## config.mk

```make
export PLATFORM = sky130hd
export DESIGN_NAME = fp_quiet_cmp_minmax
export DESIGN_NICKNAME = d
export VERILOG_FILES = /design/src/rtl/fpcm_pkg.sv /design/src/rtl/fpcm_classify.sv /design/src/rtl/fpcm_order.sv /design/src/rtl/fpcm_flags.sv /design/src/rtl/fp_quiet_cmp_minmax.sv
export SDC_FILE = /design/constraint.sdc
export NUM_CORES = 1
export LEC_CHECK = 0
export CAP_MARGIN = 20
export CORE_MARGIN = 2
export CORE_UTILIZATION = 50
export DETAILED_ROUTE_END_ITERATION = 7
export PLACE_DENSITY = 0.8
export REMOVE_ABC_BUFFERS = 1
export SETUP_SLACK_MARGIN = 0.1
export SLEW_MARGIN = 20
export SYNTH_ARGS = -nofsm -noshare
export SYNTH_HDL_FRONTEND = slang
export SYNTH_HIERARCHICAL = 1
export SYNTH_SLANG_ARGS = --single-unit
```

## constraint.sdc

```tcl
create_clock -name clk -period 2.3 [get_ports clk]
set_input_delay 0.46 -clock clk [delete_from_list [all_inputs] [get_ports clk]]
set_output_delay 0.46 -clock clk [all_outputs]
set_load 0.01 [all_outputs]
```

## src/rtl/fpcm_pkg.sv

```systemverilog
package fpcm_pkg;

   typedef enum logic [2:0] {
      FPCM_EQ  = 3'd0,
      FPCM_GT  = 3'd1,
      FPCM_GE  = 3'd2,
      FPCM_MIN = 3'd3,
      FPCM_MAX = 3'd4
   } fpcm_op_e;

   // status-word positions of the exception flags
   localparam int FLG_INVALID   = 1;
   localparam int FLG_DIVZERO   = 2;
   localparam int FLG_OVERFLOW  = 3;
   localparam int FLG_UNDERFLOW = 4;
   localparam int FLG_INEXACT   = 5;
   localparam int FLG_LO        = FLG_INVALID;
   localparam int FLG_HI        = FLG_INEXACT;
   localparam int FLG_N         = FLG_HI - FLG_LO + 1;

   typedef struct packed {
      logic nan;
      logic snan;
      logic zero;
      logic sign;
   } fpcm_class_t;

endpackage

```

## src/rtl/fpcm_classify.sv

```systemverilog
module fpcm_classify
   import fpcm_pkg::*;
#(
   parameter int EW = 8,
   parameter int MW = 23
) (
   input  logic [EW+MW:0]   val_i,
   output fpcm_class_t      cls_o,
   output logic [EW+MW-1:0] mag_o
);

   logic [EW-1:0] expo;
   logic [MW-1:0] mant;

   assign expo = val_i[EW+MW-1:MW];
   assign mant = val_i[MW-1:0];

   always_comb begin
      cls_o.sign = val_i[EW+MW];
      cls_o.nan  = (&expo) & (|mant);
      cls_o.snan = (&expo) & (|mant) & ~mant[MW-1];
      cls_o.zero = ~|val_i[EW+MW-1:0];
   end

   assign mag_o = val_i[EW+MW-1:0];

endmodule

```

## src/rtl/fpcm_order.sv

```systemverilog
module fpcm_order #(
   parameter int W = 63
) (
   input  logic         a_sign_i,
   input  logic         a_zero_i,
   input  logic [W-1:0] a_mag_i,
   input  logic         b_sign_i,
   input  logic         b_zero_i,
   input  logic [W-1:0] b_mag_i,
   output logic         eq_o,
   output logic         gt_o
);

   always_comb begin
      if (a_zero_i && b_zero_i) begin
         eq_o = 1'b1;
         gt_o = 1'b0;
      end else if (a_sign_i != b_sign_i) begin
         eq_o = 1'b0;
         gt_o = ~a_sign_i;
      end else begin
         eq_o = (a_mag_i == b_mag_i);
         gt_o = a_sign_i ? (a_mag_i < b_mag_i) : (a_mag_i > b_mag_i);
      end
   end

endmodule

```

## src/rtl/fpcm_flags.sv

```systemverilog
module fpcm_flags #(
   parameter int LO = 1,
   parameter int HI = 5
) (
   input  logic          clk,
   input  logic          rst_n,
   input  logic          clr_en_i,
   input  logic [HI:LO]  clr_mask_i,
   input  logic [HI:LO]  set_i,
   output logic [HI:LO]  flags_o
);

   for (genvar i = LO; i <= HI; i++) begin : g_bit
      logic bit_q;
      always_ff @(posedge clk or negedge rst_n) begin
         if (!rst_n) begin
            bit_q <= 1'b0;
         end else begin
            bit_q <= (bit_q & ~(clr_en_i & clr_mask_i[i])) | set_i[i];
         end
      end
      assign flags_o[i] = bit_q;
   end

endmodule

```

## src/rtl/fp_quiet_cmp_minmax.sv

```systemverilog
module fp_quiet_cmp_minmax
   import fpcm_pkg::*;
#(
   parameter int SP_EXP = 8,
   parameter int SP_MAN = 23,
   parameter int DP_EXP = 11,
   parameter int DP_MAN = 52
) (
   input  logic                      clk,
   input  logic                      rst_n,
   input  logic                      valid_i,
   input  logic [2:0]                op_i,
   input  logic                      prec_dbl_i,
   input  logic [DP_EXP+DP_MAN:0]    a_i,
   input  logic [DP_EXP+DP_MAN:0]    b_i,
   input  logic                      clr_en_i,
   input  logic [FLG_HI:FLG_LO]      clr_mask_i,
   output logic                      valid_o,
   output logic                      pred_o,
   output logic [DP_EXP+DP_MAN:0]    result_o,
   output logic [FLG_HI:FLG_LO]      flags_o
);

   localparam int SP_W  = SP_EXP + SP_MAN + 1;
   localparam int DP_W  = DP_EXP + DP_MAN + 1;
   localparam int MAG_W = DP_W - 1;
   localparam int PAD_W = DP_W - SP_W;

   initial begin
      assert (SP_EXP >= 2 && SP_MAN >= 2)
         else $error("fp_quiet_cmp_minmax: single format too narrow");
      assert (DP_EXP > SP_EXP && DP_MAN > SP_MAN)
         else $error("fp_quiet_cmp_minmax: double format must exceed single");
   end

   // ---------------- operand classification, both formats ----------------
   fpcm_class_t            s_cls [2];
   fpcm_class_t            d_cls [2];
   logic [SP_W-2:0]        s_mag [2];
   logic [DP_W-2:0]        d_mag [2];
   logic [DP_W-1:0]        ext_val [2];

   for (genvar g = 0; g < 2; g++) begin : g_opnd
      logic [DP_W-1:0] opnd;
      assign opnd = (g == 0) ? a_i : b_i;

      fpcm_classify #(.EW(SP_EXP), .MW(SP_MAN)) u_cls_sp (
         .val_i (opnd[SP_W-1:0]),
         .cls_o (s_cls[g]),
         .mag_o (s_mag[g])
      );

      fpcm_classify #(.EW(DP_EXP), .MW(DP_MAN)) u_cls_dp (
         .val_i (opnd),
         .cls_o (d_cls[g]),
         .mag_o (d_mag[g])
      );

      assign ext_val[g] = prec_dbl_i ? opnd : {{PAD_W{1'b0}}, opnd[SP_W-1:0]};
   end

   fpcm_class_t       cls_a, cls_b;
   logic [MAG_W-1:0]  mag_a, mag_b;

   assign cls_a = prec_dbl_i ? d_cls[0] : s_cls[0];
   assign cls_b = prec_dbl_i ? d_cls[1] : s_cls[1];
   assign mag_a = prec_dbl_i ? d_mag[0] : MAG_W'(s_mag[0]);
   assign mag_b = prec_dbl_i ? d_mag[1] : MAG_W'(s_mag[1]);

   // ---------------- numeric ordering ----------------
   logic a_eq_b, a_gt_b;

   fpcm_order #(.W(MAG_W)) u_order (
      .a_sign_i (cls_a.sign),
      .a_zero_i (cls_a.zero),
      .a_mag_i  (mag_a),
      .b_sign_i (cls_b.sign),
      .b_zero_i (cls_b.zero),
      .b_mag_i  (mag_b),
      .eq_o     (a_eq_b),
      .gt_o     (a_gt_b)
   );

   // ---------------- operation decode ----------------
   fpcm_op_e          op;
   logic              any_nan, both_nan, both_zero, is_minmax;
   logic              min_pick_a, max_pick_a;
   logic [DP_W-1:0]   canon_nan, ordered_val;
   logic              pred_d;
   logic [DP_W-1:0]   res_d;
   logic [FLG_HI:FLG_LO] set_d;

   assign op         = fpcm_op_e'(op_i);
   assign any_nan    = cls_a.nan | cls_b.nan;
   assign both_nan   = cls_a.nan & cls_b.nan;
   assign both_zero  = cls_a.zero & cls_b.zero;
   assign is_minmax  = (op == FPCM_MIN) || (op == FPCM_MAX);
   assign canon_nan  = prec_dbl_i ? {DP_W{1'b1}} : {{PAD_W{1'b0}}, {SP_W{1'b1}}};

   // opposite-signed zeros: min takes the negative one, max the positive one
   assign min_pick_a = both_zero ? cls_a.sign  : ~a_gt_b;
   assign max_pick_a = both_zero ? ~cls_a.sign : (a_gt_b | a_eq_b);

   always_comb begin
      if (op == FPCM_MIN) ordered_val = min_pick_a ? ext_val[0] : ext_val[1];
      else                ordered_val = max_pick_a ? ext_val[0] : ext_val[1];
   end

   always_comb begin
      pred_d = 1'b0;
      res_d  = '0;
      unique case (op)
         FPCM_EQ:  pred_d = ~any_nan & a_eq_b;
         FPCM_GT:  pred_d = ~any_nan & a_gt_b;
         FPCM_GE:  pred_d = ~any_nan & (a_gt_b | a_eq_b);
         FPCM_MIN,
         FPCM_MAX: begin
            if (both_nan)       res_d = canon_nan;
            else if (cls_a.nan) res_d = ext_val[1];
            else if (cls_b.nan) res_d = ext_val[0];
            else                res_d = ordered_val;
         end
         default: ;
      endcase
   end

   always_comb begin
      set_d = '0;
      set_d[FLG_INVALID] = valid_i & is_minmax & (cls_a.snan | cls_b.snan);
   end

   // ---------------- output stage ----------------
   logic            valid_q, pred_q;
   logic [DP_W-1:0] res_q;

   always_ff @(posedge clk or negedge rst_n) begin
      if (!rst_n) begin
         valid_q <= 1'b0;
         pred_q  <= 1'b0;
         res_q   <= '0;
      end else begin
         valid_q <= valid_i;
         if (valid_i) begin
            pred_q <= pred_d;
            res_q  <= res_d;
         end
      end
   end

   fpcm_flags #(.LO(FLG_LO), .HI(FLG_HI)) u_flags (
      .clk        (clk),
      .rst_n      (rst_n),
      .clr_en_i   (clr_en_i),
      .clr_mask_i (clr_mask_i),
      .set_i      (set_d),
      .flags_o    (flags_o)
   );

   assign valid_o  = valid_q;
   assign pred_o   = pred_q;
   assign result_o = res_q;

endmodule

```

After elaboration in Yosys (flattened, before gate mapping):

Cells that the tools add are included.

* order comparisons: 2
* equal/unequal tests: 6
* multiplexer cells: 22
* bitwise logic cells: 41
* reduce and logical (&&, ||, !) cells: 20

Operators by type and width (number)
* two-way mux 64 bit: 10
* two-way mux 63 bit: 2
* OR reduction 63 bit: 2
* OR reduction 52 bit: 2
* equality test 63 bit: 1
* greater-than comparator 63 bit: 1
* less-than comparator 63 bit: 1
* OR reduction 31 bit: 2
* OR reduction 23 bit: 2
* AND 1 bit: 25
* AND reduction 11 bit: 2
* AND reduction 8 bit: 2
* inverter 1 bit: 12
* two-way mux 4 bit: 2
* two-way mux 1 bit: 7
* equality test 3 x 2 -> 1 bit (second input constant): 2
* zero test 1 bit: 4
* bitwise OR 1 bit: 4
* equality test 3 x 1 -> 1 bit (second input constant): 1
* equality test 3 bit (second input constant): 1
* zero test 3 bit: 1
* one-hot mux 1 bit (3 select lines): 1
* OR reduction 2 bit: 1
* logical AND 1 bit: 1
* other kinds (2): 2

* flip-flop bits (word level): 71
* logic and storage cells: 99

Depth between registers and ports, before layout:

Gate-level depths: netlist of run 1.

* word-level depth: 15
* depth in mapped cells: 21
* depth with buffers taken out: 15

Cells and area by module:

Netlist of run 1, hierarchy kept.

By module, submodules not included
* fp_quiet_cmp_minmax: times used 1, cells each 583, area each 5215.0 sq um, sequential area each 1651.6 sq um
* fpcm_order: times used 1, cells each 233, area each 1637.8 sq um, sequential area each 0.0 sq um
* fpcm_classify at g_opnd[0].u_cls_dp ...: times used 2, cells each 93, area each 670.6 sq um, sequential area each 0.0 sq um
* fpcm_classify at g_opnd[0].u_cls_sp ...: times used 2, cells each 48, area each 354.1 sq um, sequential area each 0.0 sq um
* fpcm_flags: times used 1, cells each 20, area each 219.0 sq um, sequential area each 125.1 sq um

Worst setup path before layout of run 1:

No wires, ideal clock.

* path type: input port to flip-flop
* start point: in prec_dbl_i
* end point: reg res_q[35], in the netlist result_o[35]
* setup time: 0.126 ns
* data arrival time: 4.330 ns
* data required time: 2.174 ns
* setup slack: -2.156 ns
* stages on the path: 20
* cells stage by stage: buf_6 > clkbuf_1 > clkbuf_1 > buf_1 > and2_1 > inv_1 > ha_1 > nand4_2 > nor4_2 > and4bb_1 > and3_1 > a22oi_1 > a21oi_1 > o221a_1 > nor2_1 > and4_4 > o41a_1 > buf_6 > buf_6 > a311o_1

* cells in the longest elaborated chain, start to end: 13
* elaborated cells between the ends (all ways): 31
* classes of those cells: 2 x order compare; 2 x eq/ne; 21 x mux; 5 x bitwise; 1 x reduce/logical

RTL lines
* start, declared: RTL line fp_quiet_cmp_minmax.sv:13 `input logic prec_dbl_i,`
* two-way mux 63 bit *: RTL line fp_quiet_cmp_minmax.sv:68 `assign mag_b = prec_dbl_i ? d_mag[1] : MAG_W'(s_mag[1]);`
* net mag_b[62]: RTL line fp_quiet_cmp_minmax.sv:63 `logic [MAG_W-1:0] mag_a, mag_b;`
* greater-than comparator 63 bit or less-than comparator 63 bit (tied branches): RTL line fpcm_order.sv:23 `gt_o = a_sign_i ? (a_mag_i < b_mag_i) : (a_mag_i > b_mag_i);`
* two-way mux 1 bit *: RTL line fpcm_order.sv:23
* two-way mux 1 bit *: RTL line fpcm_order.sv:18 `end else if (a_sign_i != b_sign_i) begin`
* two-way mux 1 bit *: RTL line fpcm_order.sv:15 `if (a_zero_i && b_zero_i) begin`
* net a_gt_b: RTL line fp_quiet_cmp_minmax.sv:71 `logic a_eq_b, a_gt_b;`
* bitwise OR 1 bit or inverter 1 bit (tied branches): RTL line fp_quiet_cmp_minmax.sv:102, fp_quiet_cmp_minmax.sv:101
* two-way mux 1 bit (on tied branches): RTL line fp_quiet_cmp_minmax.sv:102, fp_quiet_cmp_minmax.sv:101
* two-way mux 64 bit (on tied branches): RTL line fp_quiet_cmp_minmax.sv:106, fp_quiet_cmp_minmax.sv:105
* two-way mux 64 bit *: RTL line fp_quiet_cmp_minmax.sv:105 `if (op == FPCM_MIN) ordered_val = min_pick_a ? ext_val[0] : ext_val[1];`
* two-way mux 64 bit *: RTL line fp_quiet_cmp_minmax.sv:120 `else if (cls_b.nan) res_d = ext_val[0];`
* two-way mux 64 bit *: RTL line fp_quiet_cmp_minmax.sv:119 `else if (cls_a.nan) res_d = ext_val[1];`
* two-way mux 64 bit *: RTL line fp_quiet_cmp_minmax.sv:118 `if (both_nan) res_d = canon_nan;`
* two-way mux 64 bit *: RTL line fp_quiet_cmp_minmax.sv:112 `unique case (op)`
* end signal, assigned: RTL line fp_quiet_cmp_minmax.sv:145 `res_q <= res_d;`
* end, declared: RTL line fp_quiet_cmp_minmax.sv:134 `logic [DP_W-1:0] res_q;`

The timed path passes the listed nets; every way through them passes the cells marked *.
A chain may end at the register's enable or synchronous reset.

Final worst setup path of run 1:

* start point: in prec_dbl_i
* end point: reg res_q[49], in the netlist result_o[49]

The elaborated chain is that of the path after synthesis.

==> results of run 1 <==
sequential cells by signal (all words and copies together) (netlist names):
signal	flops
result_o	64
u_flags/g_bit.bit_q	5
pred_o	1
valid_o	1
what timing repair did:
action	CTS	global route
pin swaps	114	38
setup buffers	20	2
setup endpoints to repair	66	66
gates cloned	10	2
resized for setup	300	161
area by class of cell:
class | count | area [sq um]
multi-input combinational | 655 | 6505
fill | 1070 | 4004
sequential | 71 | 1777
timing repair buffer | 474 | 4522
inverter | 133 | 499.2
clock inverter | 5 | 56.30
clock buffer | 11 | 252.7
tap | 229 | 286.5
synth_stat cells, types with 10 or more instances:
master    number  area, sq um
o22ai_1       32        200.2
nand4_1       20        125.1
nor3_1        43        215.2
a311o_1       32        320.3
and3_1        33        206.5
o32ai_1       32        280.3
a21oi_1       58        290.3
nor4_1        41        256.5
o21ai_0       11        55.05
ha_1          63        788.3
a211oi_1      38        285.3
and2_1        65        406.6
mux2_2        67        754.5
buf_4        197         1479
nand3_1       10        50.05
nand2_1       28        105.1
clkbuf_1      48        180.2
inv_1        132        495.5
dfrtp_1       71         1777
how the worst max path moves through the flow:
stage	start	to	slack (ns)	depth (start not counted)
after detailed placement	prec_dbl_i	result_o[4]	-2.29	18
final	prec_dbl_i	result_o[49]	-1.71	20
after global routing	prec_dbl_i	result_o[49]	-1.74	20
after floorplan	a_i[62]	result_o[0]	-1.89	14
after global placement	prec_dbl_i	result_o[4]	-2.23	18
after CTS	prec_dbl_i	result_o[14]	-1.40	20
stage by stage:
| stage | hold slack (ns) | instances | power, mW | TNS [ns] | util, % |
|---|---|---|---|---|---|
| 3_3_place_gp | 0.4396 | 1528 | 3.417 | -137.82 | 64.84 |
| 4_1_cts | 0.07767 | 1574 | 5.425 | -88.54 | 74.10 |
| 5_1_grt | 0.1037 | 1578 | 5.968 | -106.39 | 77.63 |
| 3_5_place_dp | 0.4479 | 1528 | 3.477 | -142.86 | 64.84 |
| 6_report | 0.07370 | 1578 | 5.809 | -105.39 | 77.63 |
| 2_1_floorplan | 0.1644 | 859 | 2.230 | -120.31 | - |
metal layers:
metal	global-route usage, %	wire [um]	vias up
li1	-	-	4304
met1	43.70	14030	4909
met2	62.59	18810	835
met3	6.872	3754	247
met4	21.42	2563	4
met5	0	20	-
placed cells by master (no fill, tap or decap), types with 32 or more instances in the layout:
master	instances
dfrtp_1	71
mux2_2	61
inv_1	123
dlygate4sd2_1	77
and2_1	40
a21oi_1	53
buf_4	206
ha_4	33
a311o_1	32
o22ai_1	32
clkdlybuf4s50_1	84
report_power, final:
part           internal (mW)  switching, mW
clock network          0.899          0.635
logic                   1.46           1.41
registers               1.34         0.0632
total                   3.70           2.11
kinds of logic after synthesis:
family	after synthesis
DFF	71
other	1
adders and majority gates	63
AOI/OAI and AO/OA	228
muxes	68
buffers and inverters	395
xor gates and xnor gates	2
and+or+nand+nor	290
==> impl_metrics.py, run 1 <==
metrics = {
    "global_route": {
        "gr-total-overflow": 0,
        "grt_pass1_wl_um": 57090,
        "grt_max_degree": 45,
        "grt_pass1_vias": 10620,
        "antenna_found_initial": 2,
        "grt_usage_pct": 36.90,
    },
    "critical_path": {
        "ff2ff_path_depth": 3,
        "crit_path_end_kind": "register",
        "crit_arrival_ns": 4.23,
        "critPathTopFamily": "simple AND/OR/NAND/NOR gates",
        "critPathKind": "primary input to register",
        "cp.required_ns": 2.52,
        "reg2reg_to": "result_o[34]",
        "crit_fanout": 10,
        "start_kind": "primary input",
        "crit_chain": "buf_16, buf_4, and2_1, inv_1, ha_4, nand4_4, nor4_4, and4bb_2, and3_4, a22oi_2, and2_1, o221a_1, nor2_1, and4_4, buf_4, o41ai_4, buf_6, clkbuf_16, and3_1, a311o_1",
        "critical_path.max_stage_delay_ns": 0.34,
        "r2r_slack_ns": 1.22,
        "cp.buffers_inverters": 6,
        "slowest_stage": "and4bb_2",
        "rr_startpoint": "result_o[34]",
    },
    "logic_synthesis": {
        "async_flop_share_pct": 100.0,
        "netlist_instances": 1118,
        "synth_top_family_by_area": "buffers and inverters",
        "ys_seq_area_share_pct": 19.48,
        "yosysWarnings": 6,
        "synth.mux.area_fraction_pct": 8.422,
        "syn_avg_cell_area_sq_um": 8.159,
        "synth_compound_area_share_pct": 18.16,
        "synthDistinctLibCells": 63,
        "synth_edf_count": 0,
        "synth_ff_type": "dfrtp_1",
        "yosys.area_share.simple_pct": 19.79,
        "synthXorXnorAreaFrac_pct": 0.1920,
        "netlist_area_sq_um": 9121,
        "synth-seq-cells": 71,
        "synth_fa_ha_area_share_pct": 8.642,
    },
    "power": {
        "irDropWorstVdd_mv": 0.3619,
        "power.density_nw_per_um2": 418.0,
        "leakagePower_nw": 6.164,
    },
    "timing": {
        "slew_viol_final": 0,
        "setup_ws_ns": -1.709,
        "worstMarginPinSlew_ns": 0.6818,
        "rsz0062_at_grt": "yes",
        "clock.fmax_mhz": 249.5,
        "hold_viol": 0,
        "fin_skew_ns": 0,
        "setup_viol_count_final": 65,
        "post-route-period-util_pct": 174.3,
        "relSlewSlack_pct": 54.54,
        "period_minus_slack_ns": 4.009,
    },
    "run_status": {
        "status": "finished with violations",
        "violations": "negative setup slack",
    },
    "drt": {
        "drc": 0,
        "vias": 10300,
        "detail_route.wl_per_cell_um": 24.83,
        "dr.first_iter.drc_count": 1341,
        "final_antenna_net_count": 0,
        "firstDrtPassIters": 6,
        "viasPerCell": 6.527,
        "finalWirelength_um": 39180,
    },
    "clock_network": {
        "htreeDepth": 3,
        "clock_path_buffers": 2,
        "tritoncts": "done",
        "numCtsBuffers": 9,
        "clkSlewWorstSetupHoldPaths_ns": 0.06,
        "worstSkewPairLatency_ns": 0.35,
        "cts.sinks": 71,
        "holdBufCountCts": 0,
        "clock-root-buffer": "clkbuf_16",
    },
    "placed_design": {
        "port-buffer-count": 211,
        "placed_cell_area_sq_um": 11610,
        "dp_hpwl_um": 22370,
        "place.gp.congestion": 0.9178,
        "pre_cts_ws_ns": -2.294,
    },
    "cells_and_area": {
        "drive_gt1_share_pct": 42.92,
        "nets": 1548,
        "postLayoutCellArea_sq_um": 13900,
        "antenna_cells": 0,
        "area_delta_synth_final_pct": 52.37,
    },
    "floorplanning": {
        "dieArea_sq_um": 19340,
        "top_level_ports": 212,
        "die_x_um": 139.1,
        "die_h_um": 139.1,
        "initial_core_util_pct": 50.95,
        "num_rows": 49,
        "core_sq_um": 17900,
    },
    "worst_hold_path": {
        "hold_path_class": "primary input to async pin",
    },
    "run": {
        "max_cap_violations": 0,
    },
}
Note: power is estimated with default switching activity, not from simulation.
==> run 2: changes to the inputs <==
--- a/config.mk
+++ b/config.mk
@@ -5,7 +5,7 @@
 export SDC_FILE = /design/constraint.sdc
 export NUM_CORES = 1
 export LEC_CHECK = 0
-export CAP_MARGIN = 20
+export CAP_MARGIN = 10
 export CORE_MARGIN = 2
 export CORE_UTILIZATION = 50
 export DETAILED_ROUTE_END_ITERATION = 7
==> results of run 2 <==
No change in the layout: final DEF, timing and power equal those of run 1.
==> run 3: changes to the inputs <==
--- a/config.mk
+++ b/config.mk
@@ -8,6 +8,7 @@
 export CAP_MARGIN = 10
 export CORE_MARGIN = 2
 export CORE_UTILIZATION = 50
+export CTS_CLUSTER_DIAMETER = 150
 export DETAILED_ROUTE_END_ITERATION = 7
 export PLACE_DENSITY = 0.8
 export REMOVE_ABC_BUFFERS = 1
==> results of run 3 <==
No change in the layout: final DEF, timing and power equal those of run 1.
